**config.mk**
```make
export PLATFORM = sky130hd
export DESIGN_NAME = cpgate_top
export DESIGN_NICKNAME = d
export VERILOG_FILES = /design/src/rtl/cpgate_pkg.sv /design/src/rtl/cpgate_decode.sv /design/src/rtl/cpgate_regbank.sv /design/src/rtl/cpgate_top.sv
export SDC_FILE = /design/constraint.sdc
export NUM_CORES = 1
export LEC_CHECK = 0
export BUFFER_PORTS_ARGS = -buffer_cell sky130_fd_sc_hd__buf_4
export CORE_MARGIN = 2
export CORE_UTILIZATION = 50
export CTS_CLUSTER_SIZE = 20
export DETAILED_ROUTE_END_ITERATION = 10
export GPL_ROUTABILITY_DRIVEN = 0
export GPL_TIMING_DRIVEN = 0
export PLACE_DENSITY_LB_ADDON = 0.1
export SLEW_MARGIN = 20
export SYNTH_ARGS = -nofsm -noshare
export SYNTH_HDL_FRONTEND = slang
export SYNTH_SLANG_ARGS = --single-unit
```
**constraint.sdc**
```tcl
create_clock -name clk -period 6.9 [get_ports clk]
set_input_delay 0 -clock clk [delete_from_list [all_inputs] [get_ports clk]]
set_output_delay 0 -clock clk [all_outputs]
set_load 0.1 [all_outputs]
```
**src/rtl/cpgate_pkg.sv**
```systemverilog
package cpgate_pkg;
  localparam int          REGNUM_W    = 10;
  localparam logic [3:0]  CP_OWNED    = 4'd14;
  localparam logic [2:0]  OP1_OWNED   = 3'd1;
  localparam int          CTRL_RO_BIT = 23;
  localparam logic [9:0]  NUM_ID      = 10'h079;
  localparam logic [9:0]  NUM_LOCK_A  = 10'h3EC;
  localparam logic [9:0]  NUM_LOCK_B  = 10'h3ED;

  typedef logic [REGNUM_W-1:0] regnum_t;
endpackage

```
**src/rtl/cpgate_decode.sv**
```systemverilog
module cpgate_decode
  import cpgate_pkg::*;
(
  input  logic       full_model,
  input  logic [3:0] cpnum,
  input  logic [2:0] op1,
  input  logic [3:0] crn,
  input  logic [3:0] crm,
  input  logic [2:0] op2,
  output logic       owned,
  output logic       crn_ok,
  output regnum_t    regnum
);
  // Ownership: coprocessor 14, opcode_1 == 1
  assign owned = (cpnum == CP_OWNED) && (op1 == OP1_OWNED);

  // Scheme-dependent CRn range and number assembly
  always_comb begin
    if (full_model) begin
      crn_ok = ~crn[3];
      regnum = {crn[2:0], op2, crm};
    end else begin
      crn_ok = (crn == 4'd0);
      regnum = {3'b000, op2, crm};
    end
  end
endmodule

```
**src/rtl/cpgate_regbank.sv**
```systemverilog
module cpgate_regbank
  import cpgate_pkg::*;
#(
  parameter int          BANK_DEPTH = 32,
  parameter logic [31:0] ID_VALUE   = 32'h1A2B_0C3D
) (
  input  logic        clk,
  input  logic        rst_n,
  input  regnum_t     num,
  input  logic        wr_req,
  input  logic [31:0] wdata,
  input  logic        halted,
  output logic [31:0] rd_data
);
  localparam int IDX_W = (BANK_DEPTH > 1) ? $clog2(BANK_DEPTH) : 1;

  logic [31:0] regs_q [BANK_DEPTH];
  logic        in_bank;
  logic        ro_q;
  logic        wr_allow;
  logic [IDX_W-1:0] idx;

  assign in_bank  = (int'(num) < BANK_DEPTH);
  assign idx      = num[IDX_W-1:0];
  assign ro_q     = regs_q[0][CTRL_RO_BIT];
  // Debugger writes always pass; software writes pass only while not read-only
  assign wr_allow = wr_req && in_bank && (halted || !ro_q);

  for (genvar g = 0; g < BANK_DEPTH; g++) begin : g_reg
    logic hit;
    assign hit = wr_allow && (idx == IDX_W'(g));
    if (g == 0) begin : g_ctrl
      always_ff @(posedge clk) begin
        if (!rst_n) begin
          regs_q[g] <= '0;
        end else if (hit) begin
          regs_q[g] <= wdata;
          if (!halted) regs_q[g][CTRL_RO_BIT] <= regs_q[g][CTRL_RO_BIT];
        end
      end
    end else begin : g_plain
      always_ff @(posedge clk) begin
        if (!rst_n)   regs_q[g] <= '0;
        else if (hit) regs_q[g] <= wdata;
      end
    end
  end

  // Lock numbers take priority over everything else: read as zero
  always_comb begin
    if (num == NUM_LOCK_A || num == NUM_LOCK_B) rd_data = '0;
    else if (num == NUM_ID)                     rd_data = ID_VALUE;
    else if (in_bank)                           rd_data = regs_q[idx];
    else                                        rd_data = '0;
  end

  // software can never change the read-only bit
  p_ro_bit_sw_r8: assert property (@(posedge clk) disable iff (!rst_n)
    (wr_req && !halted) |=> $stable(regs_q[0][CTRL_RO_BIT]));
  // while read-only, software writes leave the control register alone
  p_ro_blocks_sw_r8: assert property (@(posedge clk) disable iff (!rst_n)
    (wr_req && !halted && ro_q) |=> $stable(regs_q[0]));
endmodule

```
**src/rtl/cpgate_top.sv**
```systemverilog
module cpgate_top
  import cpgate_pkg::*;
#(
  parameter int          BANK_DEPTH = 32,
  parameter logic [31:0] ID_VALUE   = 32'h1A2B_0C3D
) (
  input  logic        clk,
  input  logic        rst_n,
  input  logic        full_model,
  input  logic        req_valid,
  input  logic        req_write,
  input  logic [3:0]  req_cpnum,
  input  logic [2:0]  req_op1,
  input  logic [3:0]  req_crn,
  input  logic [3:0]  req_crm,
  input  logic [2:0]  req_op2,
  input  logic [31:0] req_wdata,
  input  logic        priv_mode,
  input  logic        dbg_halted,
  input  logic        trap_force,
  output logic [31:0] rsp_rdata,
  output logic        rsp_done,
  output logic        rsp_undef
);
  logic        owned, crn_ok;
  regnum_t     regnum;
  logic        accept, trap, live, wr_req;
  logic [31:0] bank_rdata;

  cpgate_decode u_decode (
    .full_model (full_model),
    .cpnum      (req_cpnum),
    .op1        (req_op1),
    .crn        (req_crn),
    .crm        (req_crm),
    .op2        (req_op2),
    .owned      (owned),
    .crn_ok     (crn_ok),
    .regnum     (regnum)
  );

  assign accept = req_valid && owned;
  // Halted counts as privileged; a forced trap overrides privilege
  assign trap   = trap_force || !(priv_mode || dbg_halted);
  assign live   = accept && !trap && crn_ok;
  assign wr_req = live && req_write;

  cpgate_regbank #(
    .BANK_DEPTH (BANK_DEPTH),
    .ID_VALUE   (ID_VALUE)
  ) u_bank (
    .clk     (clk),
    .rst_n   (rst_n),
    .num     (regnum),
    .wr_req  (wr_req),
    .wdata   (req_wdata),
    .halted  (dbg_halted),
    .rd_data (bank_rdata)
  );

  always_ff @(posedge clk) begin
    if (!rst_n) begin
      rsp_done  <= 1'b0;
      rsp_undef <= 1'b0;
      rsp_rdata <= '0;
    end else begin
      rsp_done  <= accept && !trap;
      rsp_undef <= accept && trap;
      rsp_rdata <= (live && !req_write) ? bank_rdata : '0;
    end
  end

  // never both pulses
  p_one_resp_r12: assert property (@(posedge clk) disable iff (!rst_n)
    !(rsp_done && rsp_undef));
  // a response always follows a request one cycle earlier
  p_resp_follows_req_r12: assert property (@(posedge clk) disable iff (!rst_n)
    (rsp_done || rsp_undef) |-> $past(req_valid));
  // read data is zero outside a completion
  p_rdata_idle_r12: assert property (@(posedge clk) disable iff (!rst_n)
    !rsp_done |-> (rsp_rdata == '0));
  // foreign requests get no response
  p_foreign_silent_r1: assert property (@(posedge clk) disable iff (!rst_n)
    (req_valid && !owned) |=> !(rsp_done || rsp_undef));
  // unhalted User mode traps
  p_user_trap_r4: assert property (@(posedge clk) disable iff (!rst_n)
    (accept && !priv_mode && !dbg_halted) |=> (rsp_undef && rsp_rdata == '0));
  // lock registers read as zero
  p_lock_raz_r7: assert property (@(posedge clk) disable iff (!rst_n)
    (live && !req_write && (regnum == NUM_LOCK_A || regnum == NUM_LOCK_B))
      |=> (rsp_done && rsp_rdata == '0));
endmodule

```
### Word-level counts from Yosys, hierarchy flattened

Memories as Yosys holds them, arrays and structs flattened.
Index checks and enable logic that the tools add are counted.

| cells by class | value |
|---|---|
| $lt $le $gt $ge | 1 |
| reductions and logical operators | 53 |
| eq/ne operators | 36 |
| multiplexer cells | 138 |
| bitwise operators | 37 |

Operators with widths:

| cell | number |
|---|---|
| $mux 32 | 32 |
| $mux 1 | 103 |
| $eq 5x5->1 const B | 16 |
| $mux 29 | 2 |
| $logic_and 1x1->1 | 41 |
| $eq 5x4->1 const B | 8 |
| $or 1x1->1 | 33 |
| $eq 10x10->1 const B | 2 |
| $eq 5x3->1 const B | 4 |
| $eq 10x7->1 const B | 1 |
| $eq 5x2->1 const B | 2 |
| $lt 10x6->1 const B | 1 |
| $mux 10 | 1 |
| $eq 5x1->1 const B | 1 |
| $logic_not 5->1 | 1 |
| $reduce_or 5->1 | 1 |
| $eq 4x4->1 const B | 1 |
| $logic_not 1->1 | 4 |
| $logic_not 4->1 | 1 |
| $logic_or 1x1->1 | 4 |
| $not 1->1 | 4 |
| $eq 3x1->1 const B | 1 |
| $reduce_or 3->1 | 1 |

| word-level totals | value |
|---|---|
| logic and storage cells | 270 |
| output and inout port bits | 34 |
| register bits after elaboration | 34 |
| bits in writable memories | 1,024 |
| memories | 1 |

Memories:

| memory | words | bits a word | rd ports | clocked after Yosys merged registers in | wr ports | RTL line | source |
|---|---|---|---|---|---|---|---|
| u_bank.regs_q | 32 | 32 | 2 | 0 | 32 | cpgate_regbank.sv:17 | `logic [31:0] regs_q [BANK_DEPTH];` |

### Logic depth before layout (Yosys ltp)

| logic depth | value |
|---|---|
| depth in word-level cells | 15 |
| depth in mapped cells | 9 |
| mapped depth without buffers | 5 |

### Modules after synthesis

A second synthesis with hierarchy kept.

| unflattened totals | value |
|---|---|
| cell total of the unflattened synthesis | 3,206 |
| area, all modules | 48,715.5 um2 |

By module, submodules not included:

| module | area an instance (um2) | instances | cells each | sequential area each (um2) |
|---|---|---|---|---|
| cpgate_regbank | 47,264.1 | 1 | 3,076 | 30,749.5 |
| cpgate_top | 1,343.8 | 1 | 115 | 680.7 |
| cpgate_decode | 107.6 | 1 | 15 | 0.0 |

### Worst setup path before layout

No wires, ideal clock.

| timing path | value |
|---|---|
| kind | reg2reg |
| start point | memory u_bank.regs_q[0][23] |
| end point | memory u_bank.regs_q[12][0], enable pin |
| data arrival time | 3.698 ns |
| path slack | 2.737 ns |
| cell stages (with the launch flop) | 7 |
| buffers on the path | 1 |
| period minus slack after synthesis | 4.163 ns |
| cells stage by stage | edfxtp_1 nand2b_1 and4b_1 clkbuf_1 nand3_1 or4_1 o21ai_0 |

RTL lines:

| element | RTL line |
|---|---|
| start: declaration | cpgate_regbank.sv:17 |

==> run_results.csv <==
group,metric,value,unit
run_status,outcome,"finished clean",
cells_and_area,seqCellArea,31430,um^2
route,viasPerCell,6.237,
cts,post_cts.repair.setup_buffers,0,
yosys,syn_avg_cell_area,16.15,um^2
pwr,reported_leakage_power,0.02079,uW
critical_path,critical_path_arrival,4.12,ns
pwr,switching_share,0.2289,
yosys,netlist_area,48120,um^2
critical_path,crit_path_start,"req_op2[0]",
place,place.detailed.hpwl,112800,um
yosys,asyncSetResetFlopFracSynth,0,
flow_run,maxCapViolCount,0,
yosys,yosysSeqAreaShare,0.6531,
yosys,synth_cells,2979,
sta,maxClockFrequency,0.2681,GHz
sta,holdWs,0.1498,ns
die,chipWidth,314.2,um
cells_and_area,syn2layout_area_growth,16.51,%
pwr,internal-power,11220,uW
cts,tritoncts,"yes",
yosys,netlist.area_leader.share,0.6390,
yosys,postSynthNetCount,3037,
die,dieArea,98740,um^2
yosys,synth_flop_cell,"sky130_fd_sc_hd__edfxtp_1",
sta,post-route-period-util,0.5406,
cts,clock_sink_count,1058,
yosys,ys_warn_count,0,
critical_path,cp_data_required_time,7.29,ns
pwr,ir_drop,0.1998,mV
die,io_pins,92,
route,num_vias,28880,
grt,grt_first_pass_wirelength,217900,um
sta,final_tns_setup,0,ns
grt,grt_start_max_net_pins,19,
yosys,synth_area_leaders,"sky130_fd_sc_hd__edfxtp_1 64%, sky130_fd_sc_hd__and2_1 13%, sky130_fd_sc_hd__mux4_2 13%, sky130_fd_sc_hd__buf_6 1.6%, sky130_fd_sc_hd__mux2i_1 1.5%",
yosys,synth-edff-count,1024,
cts,cts_hold_buf,39,
cells_and_area,final_core_util,0.5892,
critical_path,setup_crit_start_kind,"input pin",
route,drt-wirelength-per-cell,34.17,um
sta,rsz_0062_raised_after_global_routing,"false",
sta,fin_worst_skew,0.02407,ns
grt,number_of_antenna_violations_at_the_first_check_in_global_routing,11,
sta,report.final.setup_viol,0,
die,die_height,314.2,um
critical_path,critical_path.reg2reg.startpoint,"u_bank.regs_q[0][23]",
yosys,post_synth_num_cell_types,56,
pwr,sequentialPowerShare,0.500,
cells_and_area,multi_input_comb_area,15310,um^2
min_path,worst_hold_startpoint,"req_write",
route,drt_iter0_drc,4100,
sta,worstMarginPinSlew,1.253,ns
sta,report.final.hold_viol_count,0,
cts,clockRootBuffer,"sky130_fd_sc_hd__clkbuf_16",
place,dpl-instance-area,51950,um^2
pwr,pwr_density_cell,259.4,nW/um^2
place,port-buffer-count,87,
die,start_util,0.5057,
critical_path,r2r_slack,3.23,ns
sta,period_minus_slack,3.730,ns
route,initial_drt_pass_iterations,6,
die,core_area,95150,um^2
yosys,yosys_register_bits,1058,
cells_and_area,fin_area,56070,um^2
sta,relSlewSlack,0.1650,
min_path,hold_class,"input pin to flop",
cells_and_area,layout-drive-gt1-share,0.2394,
cts,worstSkewPairLatency,0.71,ns
pwr,share_clk_of_total_power,0.422,
route,route.antenna.remaining_nets,0,
cts,post_cts.resized_instances,0,
pwr,p_sw,3330,uW
grt,first_global_vias,28770,
cells_and_area,nFillCells,7210,
die,fp-row-count,113,
grt,track_usage,0.3221,
grt,grt.overflow.total,0,
yosys,synth_top_cell_by_area,"sky130_fd_sc_hd__edfxtp_1",
cells_and_area,nNetsFinal,3322,
pwr,power_frac_comb,0.078,
cts,path_clk_slew,0.06,ns
route,post-route-drc-count,0,
cts,clock_path_buffers,3,
sta,maxSlewViolCount,0,
critical_path,worstPathMaxFanout,17,
route,detail_route.wirelength,158200,um
critical_path,timing.setup.critical_path_class,"input pin to flop",
cts,level_count_of_the_clock_h_tree,3,
critical_path,crit_end_category,"flop",
cts,num_cts_buffers,110,
==> cells by family after synthesis <==
family	count (synthesis)	share of synthesized area
DFF	1058	0.6531
muxes	347	0.1421
AOI/OAI and AO/OA	121	0.01765
buffers and inverters	297	0.03622
and+or+nand+nor	1156	0.1509
==> cell usage in the layout (no fill, tap or decap), drive strengths merged, types with 6 or more instances in the layout <==
| cell | n |
|---|---|
| mux4 | 268 |
| edfxtp | 1024 |
| a221oi | 7 |
| mux2 | 8 |
| a22oi | 13 |
| and2 | 1025 |
| o21ai | 34 |
| dlygate4sd3 | 39 |
| a21oi | 6 |
| nand2 | 20 |
| a211oi | 14 |
| dfxtp | 34 |
| clkbuf | 314 |
| o22ai | 10 |
| o31ai | 6 |
| nor2 | 63 |
| buf | 256 |
| clkinv | 42 |
| o221ai | 12 |
| diode | 8 |
| inv | 7 |
| a211o | 8 |
| nand4 | 7 |
| mux2i | 71 |
| bufinv | 14 |
| nand3 | 13 |
==> synthesized netlist by cell type, drive strengths merged, types with 14 or more instances <==
library cell  number
clkbuf           171
a211oi            14
dfxtp             34
o21ai             34
nand2             20
mux2i             71
mux4             268
edfxtp          1024
nor2              63
and2            1025
buf              122
==> power by group through the flow <==
stage	Combinational (uW)	Clock, uW	Sequential (uW)
floorplan	530	0	7410
finish	1130	6140	7270
CTS	1100	6150	7280
detailed placement	1080	0	7410
global route	1150	6410	7290
global placement	968	0	7440
==> worst max-delay path, stage by stage <==
cell	delay, ns
sky130_fd_sc_hd__clkbuf_1	0.34
sky130_fd_sc_hd__buf_2	0.32
sky130_fd_sc_hd__buf_1	0.79
sky130_fd_sc_hd__buf_1	0.91
sky130_fd_sc_hd__nand2_1	0.62
sky130_fd_sc_hd__o21ai_4	0.85
sky130_fd_sc_hd__buf_16	0.26
==> routing by layer <==
layer,wire length (um),vias up,track usage,part of all wire
met3,18710,325,0.08867,0.12
met2,71660,1848,0.4928,0.45
met5,136,-,0.005803,0.00086
met4,6395,10,0.1181,0.040
met1,61340,15060,0.4442,0.39
li1,-,11640,-,-
==> final cells by class <==
class / instances / share of cell area
inverter: 4 / 0.0002678
buffer: 293 / 0.03129
timing repair buffer: 173 / 0.04037
tap: 1265 / 0.02823
multi-input combinational: 1624 / 0.2731
sequential: 1058 / 0.5606
antenna: 8 / 0.0003571
clock inverter: 63 / 0.01201
clock buffer: 143 / 0.05385
==> registers in the layout, summed over array words and instances (netlist names) <==
register	count
rsp_done	1
rsp_rdata	32
rsp_undef	1
u_bank.regs_q	1024
==> final timing paths <==
kind | endpoint | depth (start not counted)
worst max-delay path | u_bank.regs_q[28][12] | 7
worst min-delay path | rsp_rdata[28] | 4
worst max register to register | u_bank.regs_q[3][22] | 7
worst min register to register | rsp_rdata[26] | 4
==> through the flow <==
step	std cells	power [uW]	worst slack [ns]
3_5_place_dp	4377	8491	2.542
2_1_floorplan	2979	7938	2.737
4_1_cts	4622	14530	3.260
5_1_grt	4623	14850	3.150
6_report	4631	14550	3.170
3_3_place_gp	4331	8412	-1.104
No activity file was read; power rests on OpenSTA's default activity.
